==> config.mk <==
export PLATFORM = sky130hd
export DESIGN_NAME = ptw_walker
export DESIGN_NICKNAME = d
export VERILOG_FILES = /design/src/rtl/ptw_pkg.sv /design/src/rtl/ptw_index_sel.sv /design/src/rtl/ptw_addr_gen.sv /design/src/rtl/ptw_entry_dec.sv /design/src/rtl/ptw_walker.sv
export SDC_FILE = /design/constraint.sdc
export NUM_CORES = 1
export LEC_CHECK = 0
export CELL_PAD_IN_SITES_DETAIL_PLACEMENT = 2
export CELL_PAD_IN_SITES_GLOBAL_PLACEMENT = 2
export CORE_MARGIN = 4
export CORE_UTILIZATION = 27
export DETAILED_ROUTE_END_ITERATION = 8
export HOLD_SLACK_MARGIN = 0.05
export PLACE_DENSITY = 0.8
export SYNTH_ARGS = -nofsm -noshare
export SYNTH_HDL_FRONTEND = slang
export SYNTH_SLANG_ARGS = --single-unit
==> constraint.sdc <==
create_clock -name clk -period 2.38 [get_ports clk]
set_input_delay 0.476 -clock clk [delete_from_list [all_inputs] [get_ports clk]]
set_output_delay 0.476 -clock clk [all_outputs]
set_load 0.01 [all_outputs]
==> src/rtl/ptw_pkg.sv <==
package ptw_pkg;

  // Page geometry: a table is one page of 2**IDX_W entries of 2**PTE_SZ_LOG bytes.
  localparam int PAGE_W     = 12;
  localparam int IDX_W      = 9;
  localparam int PTE_SZ_LOG = 3;
  localparam int PTE_W      = 64;

  typedef enum logic [2:0] {
    ST_IDLE,
    ST_ISSUE,
    ST_WAIT,
    ST_DRAIN,
    ST_DONE
  } walk_st_e;

  typedef enum logic [1:0] {
    RK_XLATE,
    RK_FAULT,
    RK_ABORT
  } res_kind_e;

endpackage

==> src/rtl/ptw_index_sel.sv <==
module ptw_index_sel
  import ptw_pkg::*;
#(
  parameter int LEVELS = 4,
  localparam int IDXS_W = LEVELS * IDX_W
) (
  input  logic [IDXS_W-1:0] va_index_bits,
  input  logic [1:0]        level,
  output logic [IDX_W-1:0]  index
);

  logic [IDX_W-1:0] field [LEVELS];

  for (genvar g = 0; g < LEVELS; g++) begin : g_field
    assign field[g] = va_index_bits[g*IDX_W +: IDX_W];
  end

  always_comb begin
    index = '0;
    for (int k = 0; k < LEVELS; k++) begin
      if (level == 2'(k)) begin
        index = field[k];
      end
    end
  end

endmodule

==> src/rtl/ptw_addr_gen.sv <==
module ptw_addr_gen
  import ptw_pkg::*;
#(
  parameter int PA_W = 40,
  localparam int FR_W = PA_W - PAGE_W
) (
  input  logic [FR_W-1:0]  table_frame,
  input  logic [IDX_W-1:0] index,
  output logic [PA_W-1:0]  entry_addr
);

  // Tables are page aligned and index*entry_size fills the page offset exactly,
  // so base + index*8 is a plain concatenation.
  assign entry_addr = {table_frame, index, {PTE_SZ_LOG{1'b0}}};

endmodule

==> src/rtl/ptw_entry_dec.sv <==
module ptw_entry_dec
  import ptw_pkg::*;
#(
  parameter int PA_W = 40,
  localparam int FR_W = PA_W - PAGE_W
) (
  input  logic [PTE_W-1:0] pte,
  output logic             present,
  output logic [FR_W-1:0]  frame
);

  assign present = pte[0];
  assign frame   = pte[PA_W-1:PAGE_W];

endmodule

==> src/rtl/ptw_walker.sv <==
module ptw_walker
  import ptw_pkg::*;
#(
  parameter int LEVELS = 4,
  parameter int PA_W   = 40,
  localparam int VA_W  = PAGE_W + LEVELS * IDX_W
) (
  input  logic             clk,
  input  logic             rst_n,
  input  logic             req_valid,
  output logic             req_ready,
  input  logic [VA_W-1:0]  req_vaddr,
  input  logic [PA_W-1:0]  req_root,
  input  logic             tlb_hit,
  output logic             mem_rd_valid,
  input  logic             mem_rd_ready,
  output logic [PA_W-1:0]  mem_rd_addr,
  input  logic             mem_rsp_valid,
  input  logic [PTE_W-1:0] mem_rsp_data,
  output logic             res_valid,
  output logic             res_fault,
  output logic             res_abort,
  output logic [1:0]       res_level,
  output logic [PA_W-1:0]  res_paddr
);

  localparam int FR_W   = PA_W - PAGE_W;
  localparam int IDXS_W = LEVELS * IDX_W;
  localparam logic [1:0] TOP_LVL = 2'(LEVELS - 1);

  walk_st_e         st_q, st_d;
  logic [1:0]       lvl_q, lvl_d;
  logic [FR_W-1:0]  tbl_q, tbl_d;
  logic [VA_W-1:0]  va_q;
  logic             ld_req;

  res_kind_e        kind_q, kind_d;
  logic [1:0]       rlvl_q, rlvl_d;
  logic [PA_W-1:0]  rpa_q, rpa_d;
  logic             ld_res;

  logic [IDX_W-1:0] cur_idx;
  logic             pte_present;
  logic [FR_W-1:0]  pte_frame;
  logic             unused_in_bits;

  assign unused_in_bits = ^{mem_rsp_data, req_root[PAGE_W-1:0]};

  ptw_index_sel #(.LEVELS(LEVELS)) i_idx (
    .va_index_bits (va_q[VA_W-1:PAGE_W]),
    .level         (lvl_q),
    .index         (cur_idx)
  );

  ptw_addr_gen #(.PA_W(PA_W)) i_addr (
    .table_frame (tbl_q),
    .index       (cur_idx),
    .entry_addr  (mem_rd_addr)
  );

  ptw_entry_dec #(.PA_W(PA_W)) i_pte (
    .pte     (mem_rsp_data),
    .present (pte_present),
    .frame   (pte_frame)
  );

  // Next-state process
  always_comb begin
    st_d   = st_q;
    lvl_d  = lvl_q;
    tbl_d  = tbl_q;
    ld_req = 1'b0;
    ld_res = 1'b0;
    kind_d = kind_q;
    rlvl_d = rlvl_q;
    rpa_d  = rpa_q;
    unique case (st_q)
      ST_IDLE: begin
        if (req_valid) begin
          ld_req = 1'b1;
          tbl_d  = req_root[PA_W-1:PAGE_W];
          lvl_d  = TOP_LVL;
          st_d   = ST_ISSUE;
        end
      end
      ST_ISSUE: begin
        if (tlb_hit) begin
          ld_res = 1'b1;
          kind_d = RK_ABORT;
          rlvl_d = '0;
          rpa_d  = '0;
          st_d   = ST_DONE;
        end else if (mem_rd_ready) begin
          st_d = ST_WAIT;
        end
      end
      ST_WAIT: begin
        if (mem_rsp_valid) begin
          if (tlb_hit) begin
            ld_res = 1'b1;
            kind_d = RK_ABORT;
            rlvl_d = '0;
            rpa_d  = '0;
            st_d   = ST_DONE;
          end else if (!pte_present) begin
            ld_res = 1'b1;
            kind_d = RK_FAULT;
            rlvl_d = lvl_q;
            rpa_d  = '0;
            st_d   = ST_DONE;
          end else if (lvl_q == 2'd0) begin
            ld_res = 1'b1;
            kind_d = RK_XLATE;
            rlvl_d = '0;
            rpa_d  = {pte_frame, va_q[PAGE_W-1:0]};
            st_d   = ST_DONE;
          end else begin
            tbl_d = pte_frame;
            lvl_d = 2'(lvl_q - 2'd1);
            st_d  = ST_ISSUE;
          end
        end else if (tlb_hit) begin
          st_d = ST_DRAIN;
        end
      end
      ST_DRAIN: begin
        if (mem_rsp_valid) begin
          ld_res = 1'b1;
          kind_d = RK_ABORT;
          rlvl_d = '0;
          rpa_d  = '0;
          st_d   = ST_DONE;
        end
      end
      ST_DONE: begin
        st_d = ST_IDLE;
      end
      default: begin
        st_d = ST_IDLE;
      end
    endcase
  end

  // Register process
  always_ff @(posedge clk or negedge rst_n) begin
    if (!rst_n) begin
      st_q   <= ST_IDLE;
      lvl_q  <= '0;
      tbl_q  <= '0;
      va_q   <= '0;
      kind_q <= RK_XLATE;
      rlvl_q <= '0;
      rpa_q  <= '0;
    end else begin
      st_q  <= st_d;
      lvl_q <= lvl_d;
      tbl_q <= tbl_d;
      if (ld_req) begin
        va_q <= req_vaddr;
      end
      if (ld_res) begin
        kind_q <= kind_d;
        rlvl_q <= rlvl_d;
        rpa_q  <= rpa_d;
      end
    end
  end

  assign req_ready    = (st_q == ST_IDLE);
  assign mem_rd_valid = (st_q == ST_ISSUE) && !tlb_hit;
  assign res_valid    = (st_q == ST_DONE);
  assign res_fault    = (kind_q == RK_FAULT);
  assign res_abort    = (kind_q == RK_ABORT);
  assign res_level    = rlvl_q;
  assign res_paddr    = rpa_q;

  // a read waiting for acceptance keeps its address unless cancelled
  a_r2_rd_addr_hold: assert property (@(posedge clk) disable iff (!rst_n)
    (mem_rd_valid && !mem_rd_ready) |=> (tlb_hit || (mem_rd_valid && $stable(mem_rd_addr))));

  // an accepted read is never followed by another before its response
  a_r2_single_outstanding: assert property (@(posedge clk) disable iff (!rst_n)
    (mem_rd_valid && mem_rd_ready) |=> !mem_rd_valid);

  // a result is never both a fault and an abort
  a_r5_one_kind: assert property (@(posedge clk) disable iff (!rst_n)
    res_valid |-> !(res_fault && res_abort));

  // a hit during a walk stops further reads
  a_r6_hit_stops_reads: assert property (@(posedge clk) disable iff (!rst_n)
    (tlb_hit && !req_ready && !res_valid) |=> !mem_rd_valid);

  // the result is a one-cycle pulse followed by readiness
  a_r8_res_pulse: assert property (@(posedge clk) disable iff (!rst_n)
    res_valid |=> (!res_valid && req_ready));

  // no acceptance while a result is presented
  a_r8_busy_at_result: assert property (@(posedge clk) disable iff (!rst_n)
    res_valid |-> !req_ready);

endmodule

# == Word-level counts from Yosys, hierarchy flattened ==
# Cells that the tools add are included.
# Widths: inputs -> output; s select.
# totals
memories,0
output_inout_bits,87
rom_bits,0
latch_bits,0
register_bits,125
ram_bits,0
input_bits,158
# classes
n_addsub,1
bitwise_logic,0
n_eq_ne,19
shift,0
reduce_logical,9
mul,0
div,0
order_cmp,0
mux,55
# op_table
cell,n
$mux 40,6
$mux 28,5
$pmux 40 s3,1
$pmux 28 s2,1
$mux 9,4
$mux 2,16
$mux 3,9
$ne 2x2->1 const B,7
$pmux 2 s3,2
$pmux 3 s4,1
$reduce_and 6->1,2
$mux 1,8
$eq 2x2->1 const B,3
$eq 3x2->1 const B,2
$ne 3x3->1 const B,2
$eq 2x1->1 const B,2
$ne 4x4->1 const B,1
$pmux 2 s2,1
$reduce_and 4->1,1
$eq 3x1->1 const B,1
$eq 3x3->1 const B,1
$logic_not 3->1,1
$pmux 1 s3,1
$reduce_bool 3->1,1
other kinds (5),5

# == Logic depth before layout (Yosys ltp) ==
# Gate-level depths: netlist (run 1).
# logic_depth
ltp_word,7
mapped_depth,7

# == Modules after synthesis ==
# Synthesis (run 1) repeated with hierarchy kept, for this count alone.
# unflattened
cells_unflattened,463
hier_area_um2,5871.9
# modules_own_cells
mod,n_inst,cells_each,area_per_inst_um2
ptw_walker,1,382,5131.2
ptw_addr_gen,1,41,304.0
ptw_index_sel,1,11,219.0
ptw_entry_dec,1,29,217.7

# == Least setup slack after synthesis (run 1) ==
# Ideal clock, no wire load.
# synth_timing
path_type,reg-to-output
start,register lvl_q[0]
end,output mem_rd_addr[11]
slack_ps,350
stages_incl_launch_ff,7
arrival_time_ps,1554
n_path_buf,1
path_cell_list,dfrtp_1 inv_1 ha_1 nor2b_1 clkbuf_1 a221oi_1 o31ai_1
# synth_via
elab_chain_cells,5
word_cells_on_any_way,8
# synth_lines
element,line_no,text
"start, declared",ptw_walker.sv:32,"logic [1:0] lvl_q, lvl_d;"
"start signal, assigned",ptw_walker.sv:156,lvl_q <= lvl_d;
$logic_not 2->1,ptw_index_sel.sv:21,if (level == 2'(k)) begin
$mux 9 (3 in a row),ptw_index_sel.sv:21,
$mux 9 *,ptw_index_sel.sv:21,
"end, declared",ptw_walker.sv:17,"output logic [PA_W-1:0] mem_rd_addr,"
# Mark *: on every way between the ends. The rest lies on a longest branch, timed or not.

# == Worst setup path in the final report (run 1) ==
# layout_timing
start,register lvl_q[1]
end,output mem_rd_addr[7]
# The elaborated chain is that of the path after synthesis.

==> results.json, run 1 <==
{
  "setup_violations": 7,
  "drc": 0,
  "grt_max_degree": 73,
  "dp_hpwl_um": 14300,
  "grt_pass1_wl_um": 31600,
  "reg2reg_to": "tbl_q[26]$_DFFE_PN0P_",
  "initial_core_util_pct": 27.7,
  "hold_path_class": "in2async",
  "synth.distinct_cells": 44,
  "m1WireLength_um": 8400,
  "fmax_mhz": 411,
  "gr-total-overflow": 0,
  "rsz0062_at_grt": "true",
  "critPathArrivalTime_ps": 1960,
  "cts_tree": "done",
  "met3_length_um": 870,
  "cp.required_ps": 1900,
  "ir_drop_mv": 0.492,
  "wire_per_inst_um": 22.4,
  "grt_use_total_pct": 17.1,
  "run_status": "finished, violations left",
  "ys.flop_type": "dfrtp_1",
  "crit_path_end_kind": "output port",
  "die_x_um": 156,
  "syn-instance-count": 422,
  "drtIter0Drc": 133,
  "grt_pass1_vias": 5131,
  "clkSinkCount": 125,
  "first_pass_iters": 4,
  "clk_latency_ps": 410,
  "yosysSeqAreaShare_pct": 53.2,
  "core_area_sq_um": 21200,
  "drive_gt1_share_pct": 30.0,
  "path_clk_slew_ps": 60,
  "routed_wl_um": 20600,
  "rr_worst_depth": 4,
  "stdcell_area_sq_um": 9090,
  "fin_skew_ps": 7.27,
  "setup_slack_ps": -52.7,
  "die_h_um": 156,
  "finalPower_mw": 9.94,
  "power.leakage_nw": 4.01,
  "place.gp.congestion": 0.751,
  "netlist_area_sq_um": 5880,
  "n_fill_cell": 2144,
  "placed_cell_area_sq_um": 8300,
  "htreeDepth": 4,
  "dieArea_sq_um": 24200,
  "critical_path_class": "reg2out",
  "synth.avg_cell_area_sq_um": 13.9,
  "via_count": 4308,
  "p_per_area_nw_per_um2": 1090,
  "num_rows": 53,
  "ios": 245,
  "worstPathMaxFanout": 8,
  "hold_viol_final": 0,
  "antenna_left": 0,
  "met2_length_um": 11100,
  "vias_per_cell": 4.68,
  "yosysWarnings": 0,
  "routed.top_layer": "met4",
  "regToRegSetupSlack_ps": 250,
  "clock-root-buffer": "clkbuf_16",
  "slew_viol_final": 0,
  "yosys_register_bits": 125,
  "violations": "negative setup slack",
  "synth_edf_count": 0,
  "cts_hold_buf": 0,
  "cts_buffers": 17,
  "synthToLayoutAreaGrowth_pct": 54.6,
  "finalCritPeriodShare_pct": 102,
  "async_reset_ff_share_pct": 100,
  "port_buffers": 194,
  "crit-reg2reg-launch": "st_q[1]$_DFFE_PN0P_",
  "antennaDiodeCount": 0,
  "start_kind": "register",
  "antenna_found_initial": 0,
  "post-route-min-period_ps": 2430,
  "cts_max_path_buffers": 2,
  "nets": 798,
  "maxCapViolations": 0
}
-- through the flow --
stage          setup TNS, ps  utilization, %  setup slack (ps)  hold slack [ps]  cells
2_1_floorplan              0               -               350              180    424
3_3_place_gp            -213            39.1             -77.5              468    889
3_5_place_dp            -756            39.1              -121              479    889
4_1_cts                -73.6            42.5             -32.4             69.2    921
5_1_grt                 -850            42.8              -137             75.0    921
6_report                -197            42.8             -52.7             57.8    921
-- cell type report --
cell class	count	area, sq um	area share [%]
clock buffer	21	460	5.07
clock inverter	8	118	1.29
timing repair buffer	228	2280	25.1
inverter	4	15.0	0.165
tap	275	344	3.79
multi-input combinational	260	2740	30.2
sequential	125	3130	34.4
-- flip-flops by register name, indices dropped and copies added, names as in the netlist --
register	count
va_q	48
res_paddr	40
tbl_q	28
st_q	3
kind_q	2
lvl_q	2
res_level	2
-- worst max path at each step --
stage | start | end | slack [ps]
final | lvl_q[1]$_DFFE_PN0P_ | mem_rd_addr[7] | -50
after global routing | lvl_q[1]$_DFFE_PN0P_ | mem_rd_addr[4] | -140
after CTS | lvl_q[0]$_DFFE_PN0P_ | mem_rd_addr[4] | -30
after detailed placement | lvl_q[0]$_DFFE_PN0P_ | mem_rd_addr[10] | -120
after global placement | lvl_q[0]$_DFFE_PN0P_ | mem_rd_addr[3] | -80
after floorplan | lvl_q[0]$_DFFE_PN0P_ | mem_rd_addr[11] | 350
-- cells in the final DEF, fill, tap and decap left out, drive strengths merged, types with 3 or more instances in the layout --
master           n
nand2b           3
nor3b            4
a221oi           8
inv              4
clkinv           4
bufinv           3
o31ai            8
clkdlybuf4s50  182
clkbuf          21
conb             3
mux2           131
a22o            15
nand2           12
o21ai            5
and3            28
dfrtp          125
a21oi            3
nor4b            4
buf             44
nor2b           12
ha               4
-- cells by family (layout without fill, tap and decap cells) --
family | after synthesis | count (layout) | share of synthesized area (%)
compound gates | 44 | 44 | 5.90
flops | 125 | 125 | 53.2
fa+ha+maj | 4 | 4 | 0.851
other cells | 1 | 3 | 0.0638
mux | 132 | 132 | 27.2
buf+inv | 39 | 261 | 4.21
simple gates | 77 | 77 | 8.60
-- critical path, cell delays in order, from the launching register on --
cell	delay, ps
dfrtp_1	430
inv_2	140
ha_4	150
nor2b_4	160
buf_12	160
a221oi_4	80
o31ai_2	240
buf_2	180
-- routing by layer --
metal | track usage, % | vias up
met5 | 0 | -
met4 | 5.59 | 0
met3 | 3.99 | 17
met2 | 30.9 | 108
met1 | 19.9 | 2235
li1 | - | 1948
-- cell usage after synthesis, types with 2 or more instances --
cell type / instances / area (sq um)
a21oi_1: 3 / 15.0
a221oi_1: 8 / 70.1
a22o_1: 15 / 131
and3_1: 28 / 175
buf_2: 11 / 55.1
buf_4: 3 / 22.5
buf_6: 8 / 90.1
clkbuf_1: 12 / 45.0
dfrtp_1: 125 / 3130
ha_1: 4 / 50.1
inv_1: 3 / 11.3
mux2_1: 38 / 428
mux2_2: 63 / 709
mux2_4: 30 / 450
nand2_1: 12 / 45.0
nand2b_1: 3 / 18.8
nand4bb_1: 2 / 22.5
nor2_1: 2 / 7.51
nor2b_1: 12 / 75.1
nor3_1: 2 / 10.0
nor3b_1: 3 / 22.5
nor4b_1: 2 / 17.5
o21ai_0: 5 / 25.0
o31ai_1: 8 / 60.1
-- where the power goes --
group          internal (mW)  total [mW]  switching, mW
sequential              2.88        3.47          0.587
combinational           2.21        3.86           1.65
clock                   1.68        2.62          0.943
total                   6.77        9.94           3.18
-- repair_timing --
action | 4_1_cts | 5_1_grt
setup endpoints to repair | 11 | 10
buffers inserted | 3 | 0
gates resized for setup | 76 | 11
pin swaps | 7 | 3
Power figures use the tool's default switching activity.
==> inputs of run 2 (changes only) <==
- SLEW_MARGIN: default -> 40
==> results of run 2 <==
No change in the layout: final DEF, timing and power equal those of run 1.
